--- src/rtl/kwd_pkg.sv ---
// Shared types for the key wakeup detector.
package kwd_pkg;

    // Active condition encoding, fixed by the cond_sel field layout.
    typedef enum logic [1:0] {
        COND_HIGH = 2'd0,
        COND_LOW  = 2'd1,
        COND_RISE = 2'd2,
        COND_FALL = 2'd3
    } cond_e;

    // Idle pin level for a condition; used to seed the previous sample.
    function automatic logic idle_level(input cond_e c);
        return (c == COND_LOW) || (c == COND_FALL);
    endfunction

endpackage

--- src/rtl/kwd_phase.sv ---
// Phase counter for the detection cycle.
// Produces the pull-up window (phases 0..WIN_LEN-1) and a one-period
// strobe during phase WIN_LEN-2, so the pins are sampled on the edge one
// period before the window closes.
// Assumes 2 <= WIN_LEN < CYC_LEN.
module kwd_phase #(
    parameter int WIN_LEN = 4,
    parameter int CYC_LEN = 16
) (
    input  logic clk,
    input  logic rst_n,
    output logic win,
    output logic stb
);
    localparam int PW = (CYC_LEN > 1) ? $clog2(CYC_LEN) : 1;

    logic [PW-1:0] phase_q;

    if (WIN_LEN < 2 || WIN_LEN >= CYC_LEN) begin : g_bad_cfg
        $error("kwd_phase: WIN_LEN must be >= 2 and < CYC_LEN");
    end

    // Advance the phase, wrapping at the end of each cycle.
    always_ff @(posedge clk) begin
        if (!rst_n)
            phase_q <= '0;
        else if (phase_q == PW'(CYC_LEN - 1))
            phase_q <= '0;
        else
            phase_q <= phase_q + 1'b1;
    end

    // Decode the window and the sampling strobe from the phase.
    always_comb begin
        win = (phase_q < PW'(WIN_LEN));
        stb = (phase_q == PW'(WIN_LEN - 2));
    end

endmodule

--- src/rtl/kwd_chan.sv ---
// One key channel: samples the pin on the strobe, evaluates the
// programmed condition against the current and previous samples, and
// holds a sticky flag until cleared. Also muxes the pull-up enable.
// Assumes key is already synchronous to clk.
module kwd_chan
    import kwd_pkg::*;
(
    input  logic  clk,
    input  logic  rst_n,
    input  logic  key,
    input  cond_e cond,
    input  logic  dyn,
    input  logic  en,
    input  logic  clr,
    input  logic  win,
    input  logic  stb,
    output logic  pu_en,
    output logic  flag
);
    logic prev_q;
    logic hit;

    // Evaluate the active condition on the live pin and the last sample.
    always_comb begin
        case (cond)
            COND_HIGH: hit = key;
            COND_LOW:  hit = !key;
            COND_RISE: hit = key && !prev_q;
            COND_FALL: hit = !key && prev_q;
            default:   hit = 1'b0;
        endcase
    end

    // Keep the previous sample, seeded with the idle level on reset.
    always_ff @(posedge clk) begin
        if (!rst_n)
            prev_q <= idle_level(cond);
        else if (stb)
            prev_q <= key;
    end

    // Sticky flag: a detection wins over a clear at the same edge.
    always_ff @(posedge clk) begin
        if (!rst_n)
            flag <= 1'b0;
        else
            flag <= (flag && !clr) || (stb && en && hit);
    end

    // Strobed pull-up follows the window; static pull-up stays on.
    always_comb pu_en = dyn ? win : 1'b1;

endmodule

--- src/rtl/key_wake_detect.sv ---
// Key wakeup detector top: one shared phase counter feeding N_KEYS
// identical channels. All inputs are synchronous to clk.
module key_wake_detect
    import kwd_pkg::*;
#(
    parameter int N_KEYS  = 4,
    parameter int WIN_LEN = 4,
    parameter int CYC_LEN = 16
) (
    input  logic                  clk,
    input  logic                  rst_n,
    input  logic [N_KEYS-1:0]     key_in,
    input  logic [2*N_KEYS-1:0]   cond_sel,
    input  logic [N_KEYS-1:0]     pu_dyn,
    input  logic [N_KEYS-1:0]     chan_en,
    input  logic [N_KEYS-1:0]     clr,
    output logic [N_KEYS-1:0]     pu_en,
    output logic [N_KEYS-1:0]     irq
);
    logic win;
    logic stb;

    kwd_phase #(.WIN_LEN(WIN_LEN), .CYC_LEN(CYC_LEN)) phase_i (
        .clk   (clk),
        .rst_n (rst_n),
        .win   (win),
        .stb   (stb)
    );

    for (genvar g = 0; g < N_KEYS; g++) begin : g_chan
        kwd_chan chan_i (
            .clk   (clk),
            .rst_n (rst_n),
            .key   (key_in[g]),
            .cond  (cond_e'(cond_sel[2*g +: 2])),
            .dyn   (pu_dyn[g]),
            .en    (chan_en[g]),
            .clr   (clr[g]),
            .win   (win),
            .stb   (stb),
            .pu_en (pu_en[g]),
            .flag  (irq[g])
        );
    end

endmodule

--- config.mk ---
export PLATFORM = sky130hd
export DESIGN_NAME = key_wake_detect
export DESIGN_NICKNAME = d
export VERILOG_FILES = /design/src/rtl/kwd_pkg.sv /design/src/rtl/kwd_phase.sv /design/src/rtl/kwd_chan.sv /design/src/rtl/key_wake_detect.sv
export SDC_FILE = /design/constraint.sdc
export NUM_CORES = 1
export LEC_CHECK = 0
export BUFFER_PORTS_ARGS = -buffer_cell sky130_fd_sc_hd__buf_2
export CORE_UTILIZATION = 47
export CTS_BUF_LIST = sky130_fd_sc_hd__clkbuf_8
export DETAILED_ROUTE_END_ITERATION = 10
export PLACE_DENSITY = 0.9
export SYNTH_ARGS = -nofsm -noshare
export SYNTH_HDL_FRONTEND = slang
export SYNTH_SLANG_ARGS = --single-unit
--- constraint.sdc ---
create_clock -name clk -period 1.75 [get_ports clk]
set_input_delay 0.0875 -clock clk [delete_from_list [all_inputs] [get_ports clk]]
set_output_delay 0.0875 -clock clk [all_outputs]
set_load 0.02 [all_outputs]
* Yosys cells after proc, flatten, opt, wreduce, memory -nomap -nowiden
Cells that the tools add are included.
** Storage, ports and cells
- Register bits :: 12
- Output and inout port bits :: 8
- Logic and storage cells :: 88
** Operators by class
- $add $sub $neg :: 1
- Magnitude comparators :: 1
- Equal/unequal tests :: 15
- Multiplexer cells :: 16
- Bitwise operators :: 1
- Reduce and logical (&&, ||, !) cells :: 45
** Operators by type and width (number)
- 1-bit logical AND :: 20
- 2-bit == test (second input constant) :: 8
- 1-bit one-hot mux with 4 select lines :: 4
- 1-bit zero test :: 12
- 1-bit two-way mux :: 12
- 2-bit by 1-bit == test with 1-bit output (second input constant) :: 4
- 2-bit zero test :: 4
- 1-bit logical OR :: 8
- 4-bit by 1-bit adder with 4-bit output (second input constant) :: 1
- 4-bit by 2-bit == test with 1-bit output (second input constant) :: 1
- 4-bit == test (second input constant) :: 1
- 4-bit by 3-bit < comparator with 1-bit output (second input constant) :: 1
- 2-bit by 1-bit inequality test with 1-bit output (second input constant) :: 1
- 2-bit OR reduction :: 1
- 1-bit NOT :: 1

* Logic depth before layout (Yosys ltp)
Gate-level depths: netlist of the first run.
- Word-level depth :: 5
- Mapped depth :: 5
- Mapped depth without buffers :: 5

* By module
From an unflattened synthesis of the first run, not the netlist that was laid out.
** Unflattened totals
- Cells, all modules :: 64
- Area total of the unflattened synthesis :: 650.6 sq um
** By module, submodules not included
- kwd_chan :: instances 4, cells each 11, area an instance 117.6 sq um, sequential area each 50.0 sq um
- kwd_phase :: instances 1, cells each 20, area an instance 180.2 sq um, sequential area each 80.1 sq um

* Worst setup path after synthesis of the first run
OpenSTA, ideal clock, no wires.
- Kind :: register to register
- Start :: reg phase_i.phase_q[0]
- End :: reg g_chan[0].chan_i.prev_q, enable pin
- Library setup time :: 0.310 ns
- Arrival :: 0.919 ns
- Data required time :: 1.440 ns
- Setup slack :: 0.521 ns
- Cell stages (with the launch flop) :: 5
- Period minus slack after synthesis :: 1.229 ns
- Cell sequence :: dfxtp_1 -> inv_1 -> ha_1 -> nor3b_4 -> nand2b_1
** On the way
- Longest elaborated chain between the ends :: 2
** RTL lines
- from (decl) :: RTL line kwd_phase.sv:17 : logic [PW-1:0] phase_q;
- from (signal assigned) :: RTL line kwd_phase.sv:30 : phase_q <= phase_q + 1'b1;
- 4-bit by 2-bit == test with 1-bit output :: RTL line kwd_phase.sv:36 : stb = (phase_q == PW'(WIN_LEN - 2));
- 2-bit by 1-bit inequality test with 1-bit output (no source line)
- to (signal assigned) :: RTL line kwd_chan.sv:37 : prev_q <= idle_level(cond);
- to (signal assigned) :: RTL line kwd_chan.sv:39 : prev_q <= key;
- to (decl) :: RTL line kwd_chan.sv:20 : logic prev_q;
No other way between the ends.
A chain may end at the register's enable or synchronous reset.

* Final worst setup path of the first run
- Start :: reg phase_i.phase_q[0]
- End :: reg g_chan[2].chan_i.prev_q, enable pin
** On the way
- Longest elaborated chain between the ends :: 2
** RTL lines (RTL line)
- 4-bit by 2-bit == test with 1-bit output :: kwd_phase.sv:36
- 2-bit by 1-bit inequality test with 1-bit output (no source line)
- to (signal assigned) :: kwd_chan.sv:37
- to (signal assigned) :: kwd_chan.sv:39
- to (decl) :: kwd_chan.sv:20
No other way between the ends.

==> summary.txt, run 1 <==
Post-Syn Instances: 76
slowest stage delay, CP: 340 ps
Tmin final: 1380 ps
Worst Path Required: 1690 ps
FILL cells: 110
met1 WL: 586 um
Mapped Area: 716.9 um2
final WL: 1.460 mm
total global-route track usage: 20.16%
initial core utilization: 52.47%
Area contributors post-synth: dfxtp_1, edfxtp_1, buf_4, mux2_2, nor2b_1
die area: 0.001686 mm2
number of DRC markers in iteration 0: 17
R2R setup slack: 370 ps
Post-DRT Antenna Nets: 0
Pleak: 0.3876 nW
Die H: 41.06 um
first-pass GRT wire length: 2.132 mm
number of detailed-route iterations in the first pass: 4
hold_sp: clr[0]
CP Data Arrival Time: 1320 ps
largest net degree at the start of global routing: 16
Finished Layout Cells: 117
number of global-route vias before repair: 537
clk_lat worst skew: 240 ps
Clock Tree Buf Depth: 2
final hold violations: 0
H-tree levels: 1
Avg Vias per Cell: 5.368
Post-synth top cells: buf_4, dfxtp_1, nand2_1
FF+latch count, synth: 12
kind of cell adding the most delay to the critical path: simple AND/OR/NAND/NOR gates
Rel. slew slack: 78.30%
crit-path cells: inv_1 -> ha_1 -> nor3b_4 -> nand2b_1
reg2reg start: phase_i.phase_q[0]
actual slew at the worst max-slew pin: 325.0 ps
WL met3: 88 um
fmax: 724.7 MHz
ys flop type: dfxtp_1
Startpoint Class: flop
final instance area: 864.6 um2
routability cong.: 0.7795
setup TNS: 0 ps
number of flops mapped to enable cells by yosys: 4
met2 wire length: 760 um
post-CTS setup buffer count: 0
Worst Hold Depth: 2
# clock sinks: 12
number of CTS-inserted buffers: 3
total number of vias: 628
diodes inserted: 0
Mapped Avg Cell Area: 9.433 um2
Placed Cells: 113
Tcrit/Tclk final: 78.85%
Worst Hold Path EP: g_chan[0].chan_i.flag
Peak VDD IR: 488.0 uV
status: finished, final reports clean
post-CTS sizing: 0
Crit path buffers/inverters: 1
grt ovf: 0
HPWL after DPL: 1.113 mm
CTS root buf: clkbuf_8
asr flop ratio synth: 0%
port buffer count: 33
Area Overhead vs Synth: 20.59%
core area: 0.001366 mm2
antenna violations before repair: 0
post-synth top area cell: dfxtp_1
sequential cell area fraction in the yosys report: 39.09%
slowest cell on the critical path: dfxtp_1
layout cells sized above 1: 41.18%
Slew Limit Fails: 0
# setup viols final: 0
Worst R2R Path Depth: 4
syn nets: 104
MaxCap Viol Count: 0
Power Density: 791.9 mW/mm2
# DRC: 0
Netlist cell types: 26
post-DR wirelength/cell: 12.48 um
yosys warns: 0
HP Class: input pin to flop
Synth top area share: 22.34%
R2R Path End: g_chan[2].chan_i.prev_q
Pwr Total: 0.0006846 W
# hold bufs at CTS: 0
Worst Clk Skew: 7.964 ps
CTS tree: built
I/O pin total: 34
CTS clk-pin slew, worst paths: 60 ps
highest routed metal layer: met4
Setup CP Type: flop to flop
nets: 131
CP Capture Type: flop
Die W: 41.06 um
Area after DPL: 819.5 um2
RSZ-0062 raised after global routing: false
crit-path max FO: 5
row cnt: 13
layer usage:
metal  vias up  GRT usage, %
li1        311             -
met1       289         18.75
met2        24         38.28
met3         4         4.891
met4         0         12.50
met5         -             0
final cells by class:
cell class	instances	area, um2	area share, %
clock buffers	3	41.29	4.776
clock inverters	1	3.754	0.4342
inverters	2	7.507	0.8683
multi-input cells	51	347.8	40.23
flip-flops and latches	12	280.3	32.42
well taps	15	18.77	2.171
repair buffers	33	165.2	19.10
logic make-up after synthesis:
group / after synthesis / share of synthesized area (%)
simple gates: 28 / 21.99
compound gates: 14 / 13.09
xor+xnor: 3 / 3.666
flops: 12 / 39.09
mux: 4 / 6.282
buf+inv: 13 / 12.39
fa+ha+maj: 2 / 3.490
metrics by stage:
stage	hold WS (ps)	setup WS [ps]	utilization, %
2_1_floorplan	181.8	520.9	-
3_3_place_gp	270.7	442.5	59.98
3_5_place_dp	271.6	360.3	59.98
4_1_cts	19.63	357.9	63.28
5_1_grt	18.39	296.3	63.28
6_report	19.80	370.1	63.28
flip-flops by register name, summed over array words and instances (netlist names):
signal and count:
g_chan.chan_i.flag 4, g_chan.chan_i.prev_q 4, phase_i.phase_q 4
how the worst max path moves through the flow:
stage | from | endpoint | slack [ps] | cells after the start
finish | phase_i.phase_q[0] | g_chan[2].chan_i.prev_q | 370 | 4
global route | phase_i.phase_q[0] | g_chan[1].chan_i.prev_q | 300 | 4
CTS | phase_i.phase_q[0] | g_chan[3].chan_i.prev_q | 360 | 4
floorplan | phase_i.phase_q[0] | g_chan[0].chan_i.prev_q | 520 | 4
global placement | phase_i.phase_q[0] | g_chan[0].chan_i.prev_q | 440 | 4
detailed placement | phase_i.phase_q[0] | g_chan[3].chan_i.prev_q | 360 | 4
layout by cell type (no fill, tap or decap), types with 2 or more instances in the layout:
cell,netlist,routed
ha_1,2,2
nand2b_1,5,5
xor2_1,2,2
clkbuf_8,0,3
dfxtp_1,8,8
nand3_1,4,4
a22oi_1,3,3
nand2_1,8,8
inv_1,2,2
nor2b_1,6,6
edfxtp_1,4,4
o22ai_1,3,3
o21ai_0,4,4
buf_2,1,33
nor2_1,2,2
mux2_2,4,4
where the power goes:
group | switching, W | internal, W
sequential | 0.0000129 | 0.000307
clock | 0.000101 | 0.000154
combinational | 0.0000519 | 0.0000571
Note: power is estimated with default switching activity, not from simulation.
==> run 2: changes to the inputs <==
--- a/config.mk
+++ b/config.mk
@@ -5,11 +5,12 @@
 export SDC_FILE = /design/constraint.sdc
 export NUM_CORES = 1
 export LEC_CHECK = 0
+export ABC_AREA = 1
 export BUFFER_PORTS_ARGS = -buffer_cell sky130_fd_sc_hd__buf_2
-export CORE_UTILIZATION = 47
+export CORE_UTILIZATION = 42
 export CTS_BUF_LIST = sky130_fd_sc_hd__clkbuf_8
 export DETAILED_ROUTE_END_ITERATION = 10
-export PLACE_DENSITY = 0.9
+export PLACE_DENSITY = 0.85
 export SYNTH_ARGS = -nofsm -noshare
 export SYNTH_HDL_FRONTEND = slang
 export SYNTH_SLANG_ARGS = --single-unit
==> constraint.sdc (replaced) <==
create_clock -name clk -period 1.21 [get_ports clk]
set_input_delay 0.0605 -clock clk [delete_from_list [all_inputs] [get_ports clk]]
set_output_delay 0.0605 -clock clk [all_outputs]
set_load 0.02 [all_outputs]
==> run 2 against run 1 <==
  * The run now ends with DRC left
  * First-iteration DRC count rose by 12%
  * Flip-flop and latch count unchanged
  * Design area increased by 2.5%
  * Setup slack worse by 250 ps
  * Non-clock buffer count unchanged
  * Sequential share of layout area shrank 0.64 points
  * Register-to-register slack lost 250 ps
  * Highest routed layer is now met3
  * Hold slack improved by 51 ps
  * Combinational power up 39%
  * Final cell count grew 31%
==> summary.txt, run 2 <==
status: complete, but fails checks
violations in the final reports: DRC
Worst Clk Skew: 3.674 ps (-4.290 ps)
Area Overhead vs Synth: 23.13%
Post-DRT Antenna Nets: 0 (unchanged)
# hold bufs at CTS: 0 (unchanged)
CTS tree: built
Mapped Avg Cell Area: 6.600 um2 (-30%)
HP Class: input pin to flop
number of detailed-route iterations in the first pass: 7 (+3)
R2R Path End: g_chan[3].chan_i.prev_q
reg2reg start: phase_i.phase_q[0]
ys flop type: dfxtp_1
sequential cell area fraction in the yosys report: 38.96% (-0.14 points)
H-tree levels: 1 (unchanged)
met2 Usage GRT: 31.21% (-7.1 points)
Min Hold Slack: 70.88 ps (+51.08 ps)
Startpoint Class: flop
I/O pin total: 34 (unchanged)
final WL: 1.332 mm (-8.8%)
post-CTS setup buffer count: 0 (unchanged)
HPWL after DPL: 1.096 mm (-1.5%)
Setup CP Type: flop to output pin
nets: 166 (+27%)
routability cong.: 0.7713 (-1.1%)
crit-path max FO: 5 (unchanged)
largest net degree at the start of global routing: 13 (-3)
syn nets: 137 (+32%)
clk_lat worst skew: 240 ps (about the same)
routing usage on met1: 15.75% (-3.0 points)
largest registers: g_chan.chan_i.flag (4), g_chan.chan_i.prev_q (4), phase_i.phase_q (4)
CP Capture Type: output pin
asr flop ratio synth: 0% (unchanged)
final hold violations: 0 (unchanged)
Worst Path Required: 1150 ps (-540 ps)
first-pass GRT wire length: 2.221 mm (+4.2%)
number of global-route vias before repair: 640 (+19%)
Die W: 43.39 um (+5.7%)
number of flops mapped to enable cells by yosys: 4 (unchanged)
total global-route track usage: 15.53% (-4.6 points)
die area: 0.001882 mm2 (+12%)
antenna violations before repair: 0 (unchanged)
Area after DPL: 839.6 um2 (+2.4%)
hold_sp: clr[3]
Die H: 43.39 um (+5.7%)
Area contributors post-synth: dfxtp_1, nand2_1, edfxtp_1, inv_1, buf_4
number of CTS-inserted buffers: 3 (unchanged)
Synth top area share: 22.26% (-0.078 points)
# clock sinks: 12 (unchanged)
actual slew at the worst max-slew pin: 201.0 ps (-124.0 ps)
Post-Syn Instances: 109 (+43%)
Worst Hold Path EP: g_chan[3].chan_i.flag
fmax: 915.8 MHz
CTS root buf: clkbuf_8
# setup viols final: 0 (unchanged)
RSZ-0062 raised after global routing: false
port buffer count: 33 (unchanged)
commonest non-fill, non-tap cell in the layout: nand2_1
Power Density: 1099 mW/mm2 (+39%)
initial core utilization: 46.15% (-6.3 points)
Mapped Area: 719.4 um2 (+0.35%)
Post-synth top cells: nand2_1, inv_1, nor2_1
grt met3 use: 6.250% (+1.4 points)
post-synth top area cell: dfxtp_1
Pwr Total: 0.0009732 W (+42%)
row cnt: 14 (+1)
core area: 0.001559 mm2 (+14%)
yosys warns: 0 (unchanged)
Clock Tree Buf Depth: 2 (unchanged)
final instance area: 885.9 um2 (+2.5%)
# DRC: 8 (+8)
most frequent cell after synthesis: nand2_1
Peak VDD IR: 1028 uV (+110%)
total number of vias: 698 (+11%)
MaxCap Viol Count: 0 (unchanged)
grt ovf: 0 (unchanged)
CP Data Arrival Time: 1030 ps (-290 ps)
setup TNS: 0 ps (unchanged)
layer with the highest usage: met2
CTS clk-pin slew, worst paths: 50 ps (about the same)
Worst R2R Path Depth: 4 (unchanged)
Rel. slew slack: 86.51% (+8.2 points)
Tcrit/Tclk final: 90.24%
most frequent cells in the layout: nand2_1, buf_2, inv_1
diodes inserted: 0 (unchanged)
FF+latch count, synth: 12 (unchanged)
layout cells sized above 1: 28.47% (-13 points)
Avg Vias per Cell: 4.562 (-15%)
number of DRC markers in iteration 0: 19 (+2)
Worst Hold Depth: 4 (+2)
FILL cells: 149 (+35%)
R2R setup slack: 120 ps (-250 ps)
Netlist cell types: 14 (-46%)
Slew Limit Fails: 0 (unchanged)
post-DR wirelength/cell: 8.706 um (-30%)
Pleak: 0.4898 nW (+26%)
Tmin final: 1092 ps
Final Util: 56.82% (-6.5 points)
## run 2: cell types whose count changed after synthesis, moves of 4 or more
cell      delta
a21oi_1      +4
inv_1       +18
mux2_2       -4
nand2_1     +28
nand2b_1     -5
nor2_1      +10
nor2b_1      -6
## run 2: metal layers
| layer | wire, um | vias to the layer above |
|---|---|---|
| met3 | 118 | 0 |
| met2 | 640 | 29 |
| li1 | - | 378 |
| met1 | 573 | 291 |
| met4 | 0 | 0 |
| met5 | 0 | - |
## run 2: repair_timing
item                       4_1_cts  5_1_grt
setup endpoints to repair        0        6
hold endpoints to repair         0        0
resized for setup                0        2
## run 2: worst max-delay path by stage
stage / start / slack, ps / to / cells after the start
2_1_floorplan: phase_i.phase_q[0] / 150 / g_chan[0].chan_i.prev_q / 4
3_5_place_dp: phase_i.phase_q[0] / 60 / g_chan[3].chan_i.prev_q / 4
5_1_grt: phase_i.phase_q[0] / 40 / g_chan[2].chan_i.prev_q / 4
3_3_place_gp: phase_i.phase_q[0] / 110 / g_chan[3].chan_i.prev_q / 4
6_report: phase_i.phase_q[2] / 120 / pu_en[2] / 4
4_1_cts: phase_i.phase_q[0] / 60 / g_chan[2].chan_i.prev_q / 4
## run 2: cell families after synthesis
logic type | synth area share [%]
compound gates | 6.955
fa+ha+maj | 3.478
buf+inv | 19.48
flops | 38.96
simple gates | 31.13
## run 2: cell type report
class	instances	area [um2]	share of cell area, %
well taps	16	20.02	2.260
clock buffers	3	41.29	4.661
repair buffers	33	165.2	18.64
flip-flops and latches	12	281.5	31.78
clock inverters	1	3.754	0.4237
multi-input cells	68	299.0	33.76
inverters	20	75.07	8.475
## run 2: power by group
part / switching [W] / internal [W]
Sequential: 0.0000165 / 0.000445
Clock: 0.000137 / 0.000223
Combinational: 0.0000851 / 0.0000666
## run 2: critical path: stages, from the launching register on
cell and delay [ps]:
dfxtp_1 340, nor2_2 130, inv_1 90, nand2_1 70, buf_2 160
## run 2: metrics by stage
step	instances	setup WS [ps]
2_1_floorplan	109	145.6
3_3_place_gp	149	110.8
3_5_place_dp	149	61.22
4_1_cts	153	58.10
5_1_grt	153	37.77
6_report	153	118.0
==> run 3: changes to the inputs <==
--- a/config.mk
+++ b/config.mk
@@ -11,6 +11,8 @@
 export CTS_BUF_LIST = sky130_fd_sc_hd__clkbuf_8
 export DETAILED_ROUTE_END_ITERATION = 10
 export PLACE_DENSITY = 0.85
+export REMOVE_ABC_BUFFERS = 1
 export SYNTH_ARGS = -nofsm -noshare
 export SYNTH_HDL_FRONTEND = slang
+export SYNTH_HIERARCHICAL = 1
 export SYNTH_SLANG_ARGS = --single-unit
==> run 3 against run 2 <==
  * The run ends with DRC, setup timing left
  * Fmax fell by 16%
  * Synthesized area shrank 0.17%
  * Critical path type is now flop to flop
  * Non-clock buffer count rose by 7
  * Clock power about the same
  * Largest cell class unchanged
==> summary.txt, run 3 <==
# clock sinks: 12 (unchanged)
grt ovf: 0 (unchanged)
Setup CP Type: flop to flop
nets: 183 (+10%)
yosys warns: 6 (+6)
Avg Vias per Cell: 4.917 (+7.8%)
largest net degree at the start of global routing: 15 (+2)
Die H: 43.35 um (about the same)
largest registers: g_chan.chan_i/flag (4), g_chan.chan_i/prev_q (4), phase_i/phase_q (4)
Tcrit/Tclk final: 106.9% (+17 points)
CTS clk-pin slew, worst paths: 50 ps (about the same)
hold_sp: clr[2]
Die W: 43.35 um (about the same)
routability cong.: 0.7653 (-0.78%)
CP Capture Type: flop
first-pass GRT wire length: 3.001 mm (+35%)
number of DRC markers in iteration 0: 19 (unchanged)
post-synth top area cell: dfxtp_1
Pleak: 0.6157 nW (+26%)
R2R setup slack: -80 ps (-200 ps)
Tmin final: 1293 ps (+201.3 ps)
number of detailed-route iterations in the first pass: 7 (unchanged)
final hold violations: 0 (unchanged)
Clock Tree Buf Depth: 2 (unchanged)
ys flop type: dfxtp_1
FF+latch count, synth: 12 (unchanged)
Post-DRT Antenna Nets: 0 (unchanged)
Area contributors post-synth: dfxtp_1, nand2_1, edfxtp_1, inv_1, nor2_1
I/O pin total: 34 (unchanged)
number of CTS-inserted buffers: 3 (unchanged)
asr flop ratio synth: 0% (unchanged)
status: complete, but fails checks
layout cells sized above 1: 46.41% (+18 points)
Startpoint Class: flop
initial core utilization: 46.07% (-0.080 points)
commonest non-fill, non-tap cell in the layout: nand2_1
CTS root buf: clkbuf_8
pre-CTS setup slack: -168.3 ps (-229.5 ps)
most frequent cells in the layout: nand2_1, buf_2, inv_1
Finished Layout Cells: 169 (+10%)
fmax: 773.3 MHz (-16%)
crit-path max FO: 4 (-1)
Peak VDD IR: 741.6 uV (-28%)
kind of cell adding the most delay to the critical path: simple AND/OR/NAND/NOR gates
reg2reg start: phase_i/phase_q[0]
# hold bufs at CTS: 0 (unchanged)
clk_lat worst skew: 240 ps (about the same)
Worst Hold Path EP: g_chan[2].chan_i/flag
Slew Limit Fails: 0 (unchanged)
Power Density: 988.9 mW/mm2 (-10%)
Netlist cell types: 13 (-1)
Worst R2R Path Depth: 5 (+1)
HP Class: input pin to flop
post-DR wirelength/cell: 11.73 um (+35%)
total global-route track usage: 22.12% (+6.6 points)
Worst Hold Depth: 4 (unchanged)
number of flops mapped to enable cells by yosys: 4 (unchanged)
H-tree levels: 1 (unchanged)
Area Overhead vs Synth: 51.74%
actual slew at the worst max-slew pin: 271.4 ps (+70.41 ps)
crit-path cells: inv_2 -> ha_4 -> nor3b_4 -> buf_6 -> or2_4
final WL: 1.982 mm (+49%)
R2R Path End: g_chan[0].chan_i/prev_q
most frequent cell after synthesis: nand2_1
MaxCap Viol Count: 0 (unchanged)
# DRC: 5 (-3)
HPWL after DPL: 1.269 mm (+16%)
violations in the final reports: DRC, setup timing
Placed Cells: 163 (+9.4%)
die area: 0.001879 mm2 (-0.16%)
row cnt: 14 (unchanged)
CTS tree: built
sequential cell area fraction in the yosys report: 39.02% (+0.068 points)
Worst Clk Skew: 4.634 ps (+0.9604 ps)
slowest stage delay, CP: 320 ps (-20 ps)
Mapped Avg Cell Area: 6.529 um2 (-1.1%)
Crit path buffers/inverters: 2 (unchanged)
Final WS setup: -83.22 ps (-201.3 ps)
core area: 0.001559 mm2 (unchanged)
# setup viols final: 8 (+8)
Rel. slew slack: 81.88% (-4.6 points)
slowest cell on the critical path: dfxtp_2
number of global-route vias before repair: 772 (+21%)
Mapped Area: 718.2 um2 (-0.17%)
Post-Syn Instances: 110 (+0.92%)
diodes inserted: 0 (unchanged)
Worst Path Required: 1170 ps (+20 ps)
port buffer count: 33 (unchanged)
total number of vias: 831 (+19%)
CP Data Arrival Time: 1250 ps (+220 ps)
antenna violations before repair: 0 (unchanged)
Post-synth top cells: nand2_1, inv_1, nor2_1
RSZ-0062 raised after global routing: true
Synth top area share: 22.30% (+0.039 points)
run 3: cell types whose count changed in the layout (fill, tap and decap cells not counted), moves of 4 or more:
cell     change
a21oi_1      -5
a21oi_2      +4
buf_6        +6
inv_2        +5
nand2_1      -4
nand2_2      +7
or2_4        +4
run 3: what timing repair did:
item | 4_1_cts | 5_1_grt
resized for setup | 18 | 16
setup buffers | 4 | 0
pin swaps | 7 | 11
setup endpoints to repair | 10 | 12
run 3: cells by family after synthesis:
| logic type | synth area share, % |
|---|---|
| and+or+nand+nor | 35.02 |
| adders and majority gates | 3.484 |
| DFF | 39.02 |
| buffers and inverters | 13.59 |
| AOI/OAI and AO/OA | 8.885 |
run 3: worst reg2reg max path: cells and delay by family, from the launching register on:
kind	cells	cell delay [ps]
and+or+nand+nor	2	350
DFF	1	320
buffers and inverters	2	230
adders and majority gates	1	130
run 3: area by class of cell:
class	instances	area [um2]
inverter	26	97.59
multi-input combinational	72	401.6
fill	130	469.2
sequential	12	284.0
clock buffer	3	41.29
tap	16	20.02
timing repair buffer	40	245.2
run 3: per-stage QoR:
| step | hold WS (ps) | total power, W | util [%] | instance area, um2 | TNS (ps) |
|---|---|---|---|---|---|
| finish | 77.55 | 0.001078 | 69.90 | 1090 | -504.2 |
| global route | 87.29 | 0.001129 | 69.90 | 1090 | -758.4 |
| CTS | 79.20 | 0.001065 | 67.58 | 1054 | -170.4 |
| detailed placement | 329.4 | 0.0006541 | 59.87 | 933.4 | -646.6 |
| global placement | 328.1 | 0.0006416 | 59.87 | 933.4 | -479.5 |
| floorplan | 181.6 | 0.0005617 | - | 718.2 | -1254 |
run 3: power breakdown:
part           internal (W)  switching, W  total, W
clock network      0.000219      0.000139  0.000358
registers          0.000446     0.0000172  0.000463
logic              0.000128      0.000129  0.000257
total              0.000793      0.000285   0.00108
run 3: per-layer routing:
| layer | wire [um] | vias up | GRT usage, % |
|---|---|---|---|
| met3 | 139 | 14 | 5.833 |
| met2 | 1038 | 41 | 42.12 |
| met5 | 0 | - | 0 |
| met4 | 116 | 0 | 15.00 |
| met1 | 688 | 363 | 20.05 |
| li1 | - | 413 | - |
run 3: worst max path at each step:
| stage | start | slack (ps) | cells after the start | end |
|---|---|---|---|---|
| floorplan | phase_i/phase_q[0] | -220 | 4 | g_chan[0].chan_i/prev_q |
| CTS | phase_i/phase_q[0] | -40 | 5 | g_chan[3].chan_i/prev_q |
| global route | phase_i/phase_q[0] | -120 | 9 | g_chan[2].chan_i/flag |
| global placement | phase_i/phase_q[0] | -120 | 5 | g_chan[1].chan_i/prev_q |
| detailed placement | phase_i/phase_q[0] | -170 | 5 | g_chan[3].chan_i/prev_q |
| finish | phase_i/phase_q[0] | -80 | 5 | g_chan[0].chan_i/prev_q |
